==> config.mk <==
export PLATFORM = sky130hd
export DESIGN_NAME = sleep_pd_ctrl
export DESIGN_NICKNAME = d
export VERILOG_FILES = /design/src/rtl/sleep_pd_pkg.sv /design/src/rtl/sleep_pd_sync.sv /design/src/rtl/sleep_pd_timer.sv /design/src/rtl/sleep_pd_fsm.sv /design/src/rtl/sleep_pd_gate.sv /design/src/rtl/sleep_pd_ctrl.sv
export SDC_FILE = /design/constraint.sdc
export NUM_CORES = 1
export LEC_CHECK = 0
export ABC_CLOCK_PERIOD_IN_PS = 2100
export CORE_AREA = 2 2 39 41
export DETAILED_ROUTE_END_ITERATION = 8
export DIE_AREA = 0 0 41 43
export GPL_ROUTABILITY_DRIVEN = 0
export PLACE_DENSITY = 0.78
export SLEW_MARGIN = 30
export SYNTH_ARGS = -nofsm -noshare
export SYNTH_HDL_FRONTEND = slang
export SYNTH_HIERARCHICAL = 1
export SYNTH_SLANG_ARGS = --single-unit
==> constraint.sdc <==
create_clock -name clk -period 2.1 [get_ports clk]
set_clock_uncertainty 0.1 [all_clocks]
set_input_delay 0.42 -clock clk [delete_from_list [all_inputs] [get_ports clk]]
set_output_delay 0.42 -clock clk [all_outputs]
set_load 0.02 [all_outputs]
==> src/rtl/sleep_pd_pkg.sv <==
// Shared types for the sleep power-down controller.
// Assumes: two-bit command encoding used by the whole core interface.
package sleep_pd_pkg;

    typedef enum logic [1:0] {
        PD_AWAKE      = 2'd0,
        PD_ENTERING   = 2'd1,
        PD_ASLEEP     = 2'd2,
        PD_RECOVERING = 2'd3
    } pd_state_t;

    localparam logic [1:0] CMD_DESEL = 2'b00;
    localparam logic [1:0] CMD_READ  = 2'b01;
    localparam logic [1:0] CMD_WRITE = 2'b10;
    localparam logic [1:0] CMD_RSVD  = 2'b11;

endpackage

==> src/rtl/sleep_pd_sync.sv <==
// Multi-flop synchroniser for the asynchronous sleep request.
// Assumes: STAGES >= 2; the output is a clean level in the clk domain.
module sleep_pd_sync #(
    parameter int STAGES = 2
) (
    input  logic clk,
    input  logic rst_n,
    input  logic async_in,
    output logic sync_out
);
    logic [STAGES-1:0] chain_q;

    // shift the raw level through the flop chain
    always_ff @(posedge clk) begin
        if (!rst_n) chain_q <= '0;
        else        chain_q <= {chain_q[STAGES-2:0], async_in};
    end

    assign sync_out = chain_q[STAGES-1];
endmodule

==> src/rtl/sleep_pd_timer.sv <==
// Loadable down-counter that times the entry and recovery windows.
// Assumes: load has priority over dec; zero is a plain compare.
module sleep_pd_timer #(
    parameter int W = 4
) (
    input  logic         clk,
    input  logic         rst_n,
    input  logic         load,
    input  logic [W-1:0] load_val,
    input  logic         dec,
    output logic         zero
);
    logic [W-1:0] cnt_q;

    // load a new window length or count one cycle down
    always_ff @(posedge clk) begin
        if (!rst_n)                    cnt_q <= '0;
        else if (load)                 cnt_q <= load_val;
        else if (dec && cnt_q != '0)   cnt_q <= cnt_q - 1'b1;
    end

    assign zero = (cnt_q == '0);
endmodule

==> src/rtl/sleep_pd_fsm.sv <==
// Four-state sleep sequencer: awake, entering, asleep, recovering.
// Assumes: ENTRY_CYC, RECOVER_CYC >= 1; the timer is loaded with length-1
// on entry to a timed state, so that state lasts exactly that many cycles.
module sleep_pd_fsm
    import sleep_pd_pkg::*;
#(
    parameter int ENTRY_CYC   = 4,
    parameter int RECOVER_CYC = 5,
    parameter int CW          = 3
) (
    input  logic          clk,
    input  logic          rst_n,
    input  logic          sleep_s,
    input  logic          tmr_zero,
    output pd_state_t     state,
    output logic          tmr_load,
    output logic [CW-1:0] tmr_val,
    output logic          tmr_dec
);
    localparam logic [CW-1:0] ENTRY_LOAD   = CW'(ENTRY_CYC - 1);
    localparam logic [CW-1:0] RECOVER_LOAD = CW'(RECOVER_CYC - 1);

    pd_state_t state_q, state_d;

    // choose the next state and the timer action
    always_comb begin
        state_d  = state_q;
        tmr_load = 1'b0;
        tmr_val  = '0;
        tmr_dec  = 1'b0;
        unique case (state_q)
            PD_AWAKE: begin
                if (sleep_s) begin
                    state_d  = PD_ENTERING;
                    tmr_load = 1'b1;
                    tmr_val  = ENTRY_LOAD;
                end
            end
            PD_ENTERING: begin
                if (!sleep_s) begin
                    state_d  = PD_RECOVERING;
                    tmr_load = 1'b1;
                    tmr_val  = RECOVER_LOAD;
                end else if (tmr_zero) begin
                    state_d  = PD_ASLEEP;
                end else begin
                    tmr_dec  = 1'b1;
                end
            end
            PD_ASLEEP: begin
                if (!sleep_s) begin
                    state_d  = PD_RECOVERING;
                    tmr_load = 1'b1;
                    tmr_val  = RECOVER_LOAD;
                end
            end
            PD_RECOVERING: begin
                if (sleep_s) begin
                    state_d  = PD_ENTERING;
                    tmr_load = 1'b1;
                    tmr_val  = ENTRY_LOAD;
                end else if (tmr_zero) begin
                    state_d  = PD_AWAKE;
                end else begin
                    tmr_dec  = 1'b1;
                end
            end
            default: state_d = PD_AWAKE;
        endcase
    end

    // register the sequencer state
    always_ff @(posedge clk) begin
        if (!rst_n) state_q <= PD_AWAKE;
        else        state_q <= state_d;
    end

    assign state = state_q;
endmodule

==> src/rtl/sleep_pd_gate.sv <==
// Decodes the sequencer state into pin controls and filters commands.
// Assumes: purely combinational; cmd_in is already in the clk domain.
module sleep_pd_gate
    import sleep_pd_pkg::*;
(
    input  pd_state_t  state,
    input  logic [1:0] cmd_in,
    output logic       core_en,
    output logic       in_disable,
    output logic       out_hiz,
    output logic       recov_busy,
    output logic [1:0] cmd_out,
    output logic       cmd_reject
);
    logic hidden;

    // control levels straight from the state
    always_comb begin
        hidden     = (state == PD_ENTERING) || (state == PD_ASLEEP);
        core_en    = (state != PD_ASLEEP);
        in_disable = hidden;
        out_hiz    = hidden;
        recov_busy = (state == PD_RECOVERING);
    end

    // forward legal commands, drop writes in recovery, mask when hidden
    always_comb begin
        cmd_out    = cmd_in;
        cmd_reject = 1'b0;
        if (hidden || cmd_in == CMD_RSVD) begin
            cmd_out = CMD_DESEL;
        end else if (state == PD_RECOVERING && cmd_in == CMD_WRITE) begin
            cmd_out    = CMD_DESEL;
            cmd_reject = 1'b1;
        end
    end
endmodule

==> src/rtl/sleep_pd_ctrl.sv <==
// Top of the sleep power-down controller.
// Assumes: sleep_req may change at any time; cmd_in is synchronous to clk;
// the system does not raise sleep_req while an operation is pending.
module sleep_pd_ctrl
    import sleep_pd_pkg::*;
#(
    parameter int ENTRY_CYC   = 4,
    parameter int RECOVER_CYC = 5,
    parameter int SYNC_STAGES = 2
) (
    input  logic       clk,
    input  logic       rst_n,
    input  logic       sleep_req,
    input  logic [1:0] cmd_in,
    output logic       core_en,
    output logic       in_disable,
    output logic       out_hiz,
    output logic       recov_busy,
    output logic [1:0] cmd_out,
    output logic       cmd_reject
);
    localparam int MAXC = (ENTRY_CYC > RECOVER_CYC) ? ENTRY_CYC : RECOVER_CYC;
    localparam int CW   = (MAXC < 2) ? 1 : $clog2(MAXC);

    logic          sleep_s;
    logic          tmr_zero;
    logic          tmr_load;
    logic          tmr_dec;
    logic [CW-1:0] tmr_val;
    pd_state_t     state;

    sleep_pd_sync #(.STAGES(SYNC_STAGES)) sync_i (
        .clk(clk), .rst_n(rst_n), .async_in(sleep_req), .sync_out(sleep_s)
    );

    sleep_pd_timer #(.W(CW)) timer_i (
        .clk(clk), .rst_n(rst_n), .load(tmr_load), .load_val(tmr_val),
        .dec(tmr_dec), .zero(tmr_zero)
    );

    sleep_pd_fsm #(.ENTRY_CYC(ENTRY_CYC), .RECOVER_CYC(RECOVER_CYC), .CW(CW)) fsm_i (
        .clk(clk), .rst_n(rst_n), .sleep_s(sleep_s), .tmr_zero(tmr_zero),
        .state(state), .tmr_load(tmr_load), .tmr_val(tmr_val), .tmr_dec(tmr_dec)
    );

    sleep_pd_gate gate_i (
        .state(state), .cmd_in(cmd_in), .core_en(core_en),
        .in_disable(in_disable), .out_hiz(out_hiz), .recov_busy(recov_busy),
        .cmd_out(cmd_out), .cmd_reject(cmd_reject)
    );
endmodule

# Word-level counts from Yosys, hierarchy flattened
# Cells that the tools add are included.
# op_classes
add_sub_neg	1
eq_ne	10
mux	23
reduce_logical	11
# op_table
cell	count
2-bit 2-to-1 mux	9
3-bit 2-to-1 mux	3
2-bit equality test (second input constant)	4
2-bit one-hot mux with 4 select lines	1
1-bit 2-to-1 mux	7
2-bit != test (second input constant)	3
3-bit one-hot mux with 2 select lines	1
1-bit one-hot mux with 2 select lines	2
4-bit AND reduction	1
2-bit OR reduction	2
3-bit logical NOT	1
3-bit by 1-bit != test with 1-bit output (second input constant)	1
3-bit by 2-bit != test with 1-bit output (second input constant)	1
3-bit nonzero test	1
3-bit by 1-bit subtractor with 3-bit output (second input constant)	1
2-bit by 1-bit equality test with 1-bit output (second input constant)	1
1-bit logical AND	2
2-bit logical NOT	1
1-bit logical OR	2
2-bit nonzero test	1
# word_totals
regBits	7
output_inout_bits	7
word_cells	48

# Depth between registers and ports, before layout
# depth
depth_word	7
ltp_mapped	7
ltp_nobuf	7

# By module
# Netlist, hierarchy kept.
# by_module_without_submodules
mod	instances	cells_each	area_each_um2	seq_area_each_um2
sleep_pd_fsm	1	26	240.2	40.0
sleep_pd_timer	1	21	185.2	60.1
sleep_pd_gate	1	9	77.6	0.0
sleep_pd_sync	1	4	52.6	40.0

# Worst setup path after synthesis
# Ideal clock, no wire load.
# synth_path
kind	flip-flop to flip-flop
start	reg fsm_i.state_q[0] (netlist: fsm_i/state[0])
end	reg timer_i.cnt_q[0]
setup_ns	0.119
arrival_ns	1.392
slack_ns	0.488
stages_incl_launch_ff	8
n_path_buf	0
period_less_slack_ns	1.612
cell_sequence	dfxtp_1 inv_1 ha_1 ha_1 inv_1 inv_1 o21ai_0 a21oi_1
# synth_between
elab_chain_cells	4
# synth_lines
element	line_no	source
start: declaration	sleep_pd_fsm.sv:23	pd_state_t state_q, state_d;
start signal: assignment	sleep_pd_fsm.sv:75	else state_q <= state_d;
2-bit equality test, or another cell as far along	sleep_pd_fsm.sv:31	unique case (state_q)
2-bit OR reduction (no line)	n/a	
1-bit one-hot mux with 2 select lines (*)	sleep_pd_fsm.sv:31	
named net tmr_load	sleep_pd_ctrl.sv:27	logic tmr_load;
3-bit 2-to-1 mux / 2-bit nonzero test (equally long branches)	n/a	
end signal: assignment	sleep_pd_timer.sv:18	else if (load) cnt_q <= load_val;
end signal: assignment	sleep_pd_timer.sv:19	else if (dec && cnt_q != '0) cnt_q <= cnt_q - 1'b1;
end: declaration	sleep_pd_timer.sv:13	logic [W-1:0] cnt_q;
# The timed path passes the listed nets; every way through them passes the cells marked *.
# A chain may end at the register's enable or synchronous reset.

# Worst setup path in the final report
# layout_path
start	reg fsm_i.state_q[0] (netlist: fsm_i/state[0])
end	out cmd_reject
# layout_between
elab_chain_cells	4
# layout_lines
element	line_no	source
2-bit equality test, or another cell as far along	sleep_pd_gate.sv:32	end else if (state == PD_RECOVERING && cmd_in == CMD_WRITE) begin
1-bit logical AND / 1-bit logical OR (equally long branches)	sleep_pd_gate.sv:32, sleep_pd_gate.sv:19	
1-bit 2-to-1 mux / 1-bit logical OR (equally long branches)	sleep_pd_gate.sv:32, sleep_pd_gate.sv:30	
1-bit 2-to-1 mux (*)	sleep_pd_gate.sv:30	if (hidden || cmd_in == CMD_RSVD) begin
end: declaration	sleep_pd_ctrl.sv:20	output logic cmd_reject
# Mark *: on every way between the ends. The rest lies on a longest branch, timed or not.

==> run metrics <==
critical path class register to output port; reg2reg path depth 8; DP HPWL 749 um; crit-path max cell delay 350 ps; worst path arrival time between 1500 and 2000 ps; clock latency on the worst-skew pair 240 ps; Die Y 43 um; CTS H-Tree Depth 1; synthesis-stage register bit count 7; Rel. slew slack 83.4%; Num CTS Buffers 3; DP Area a little under 700 um2; Post-synth EDFFs 0; core area 1380 um2; register area share after synthesis 25.2%; Setup-failing EPs final 0; clk slew on worst S/H paths 50 ps; post-synthesis cell type count 21; DR iter-0 viols 3; clk root buf clkbuf_4; first-pass GRT wire length 1660 um; Antenna diodes 0; CP Max Fanout 4; DRT Pass-1 Iters 3; DP Cell Count 87; time the worst path needs with I/O delays and setup 2040 ps; Worst EP required 1580 ps; mean number of vias per cell 4.95; Power per Cell Area 1060 nW/um2; synth warn 6; total grt overflow 0; Synth async-reset ratio 0%; share of cells above drive strength 1 14.7%; status finished, final reports clean; Die Span X ~41 um; Post-Syn Instances 60; final net count 92; Max VDD drop 570 uV; cells traversed along the worst timing path inv_1 > ha_1 > and4b_2 > dlygate4sd2_1; Post-Syn Area per Cell 9.26 um2; Total GRT Usage 13.9%; Slowest cell on crit path dfxtp_1; final hold violation count 0; I/O pins 12; largest net degree at the start of global routing 10; Worst setup EP type output port; final period utilization 97.1%; overall power 0.000749 W; DRT antenna net count 0; Hold Path Stages 1; Syn-to-layout area delta 27.3%; design area roughly 700 um2; Synth Net Count 76; wire per inst between 10 and 15 um; Synth Flop Type dfxtp_1; Least-Margin Pin Slew 242 ps; Clock Tree Buf Depth 2; clk sink count 7; Syn Std Cell Area ~560 um2; Site Rows 14; Non-Filler Instances 91; hold slack 329 ps; die area 1760 um2; total number of vias 450; Hold WC Path Type register to register; Initial Util 40.1%; fin util about half; max-cap violation count 0; unrepaired setup endpoints after global routing no; Post-route DRC 0; # port buffers 11; leakage roughly 0.32 nW; vias in the first global route between 400 and 500; Max Fclk between 400 and 500 MHz; initial antenna violation count 0; Final Max Slew Viols 0; CTS tree yes; critical path startpoint category register; Post-Route WL just over 900 um
## report_power, final
part           internal [W]  switching [W]
Combinational      0.000197       0.000247
Sequential         0.000163      0.0000252
Clock             0.0000722      0.0000452
## area by class of cell
class	count	area, um2
multi-input cells	39	355
inverters	12	45.0
well taps	16	20.0
clock buffers	4	26.3
repair buffers	13	120
flip-flops and latches	7	140
fillers	129	677
## path summary, 6_finish.rpt
path | start | endpoint | slack, ps
setup / recovery | fsm_i/state[0] | cmd_reject | 60
hold / removal | sync_i/chain_q[0] | sync_i/chain_q[1] | 330
setup reg to reg | fsm_i/state[0] | timer_i/cnt_q[1] | 290
hold reg to reg | sync_i/chain_q[0] | sync_i/chain_q[1] | 330
## worst max-delay path, delay by kind of cell (launching register included)
family	cells	cell delay, ps
simple gates	1	230
buf+inv	2	370
fa+ha+maj	1	330
flops	1	350
## cells in the mapped netlist (all sizes together) (2+ instances only)
cell type	count	area (um2)
o211ai	2	15.0
and2	2	12.5
buf	2	15.0
o21ai	2	13.8
a21boi	2	15.0
inv	12	45.0
mux2i	4	40.0
nand2	5	18.8
ha	11	138
nand3b	2	15.0
dfxtp	7	140
## per-layer routing
metal / up-vias / part of all wire, % / wire length (um) / track usage (%)
li1: 228 / - / - / -
met1: 215 / 42 / 388 / 14.7
met2: 5 / 54 / 507 / 22.5
met3: 2 / 2.6 / 24 / 4.71
met4: 0 / 1.3 / 12 / 8.00
met5: - / 0 / 0 / 0
## sequential cells by signal, indices dropped and copies added (netlist names)
name            count
fsm_i/state         2
sync_i/chain_q      2
timer_i/cnt_q       3
## metrics by stage
step                worst slack (ps)  TNS [ps]
floorplan                        488         0
global placement                -136      -331
detailed placement              -156      -384
CTS                             40.7         0
global route                    3.61         0
finish                          60.7         0
## logic make-up (layout without fill, tap and decap cells)
family | Yosys count | in the layout | share of synthesized area, %
AOI/OAI and AO/OA | 8 | 8 | 10.1
adders and majority gates | 11 | 11 | 24.8
buffers and inverters | 14 | 29 | 10.8
DFF | 7 | 7 | 25.2
xor gates and xnor gates | 1 | 1 | 1.58
and+or+nand+nor | 14 | 14 | 17.6
muxes | 5 | 5 | 9.91
## cell usage in the layout, fill, tap and decap left out
cell type | Yosys | layout
and4bb_2 | 1 | 1
o21ai_2 | 1 | 1
a21boi_0 | 2 | 2
inv_1 | 12 | 12
o31ai_1 | 1 | 1
dlygate4sd2_1 | 0 | 4
clkbuf_1 | 0 | 1
dfxtp_1 | 7 | 7
nand2_1 | 5 | 5
o211ai_1 | 2 | 2
buf_4 | 2 | 2
ha_1 | 11 | 11
mux2_4 | 1 | 1
and4b_2 | 1 | 1
a21oi_1 | 1 | 1
o21ai_0 | 1 | 1
and2_1 | 2 | 2
clkdlybuf4s15_1 | 0 | 1
nor2_1 | 1 | 1
xnor2_1 | 1 | 1
and3b_2 | 1 | 1
nand3b_1 | 2 | 2
mux2i_1 | 4 | 4
clkdlybuf4s50_1 | 0 | 6
nor2b_4 | 1 | 1
clkbuf_4 | 0 | 3
## repair_timing
action / 4_1_cts / 5_1_grt
pin swaps: 0 / 0
resized for setup: 5 / 1
hold buffers: 0 / 0
setup buffers: 0 / 0
endpoints found under the setup margin: 5 / 1
Power figures use the tool's default switching activity.
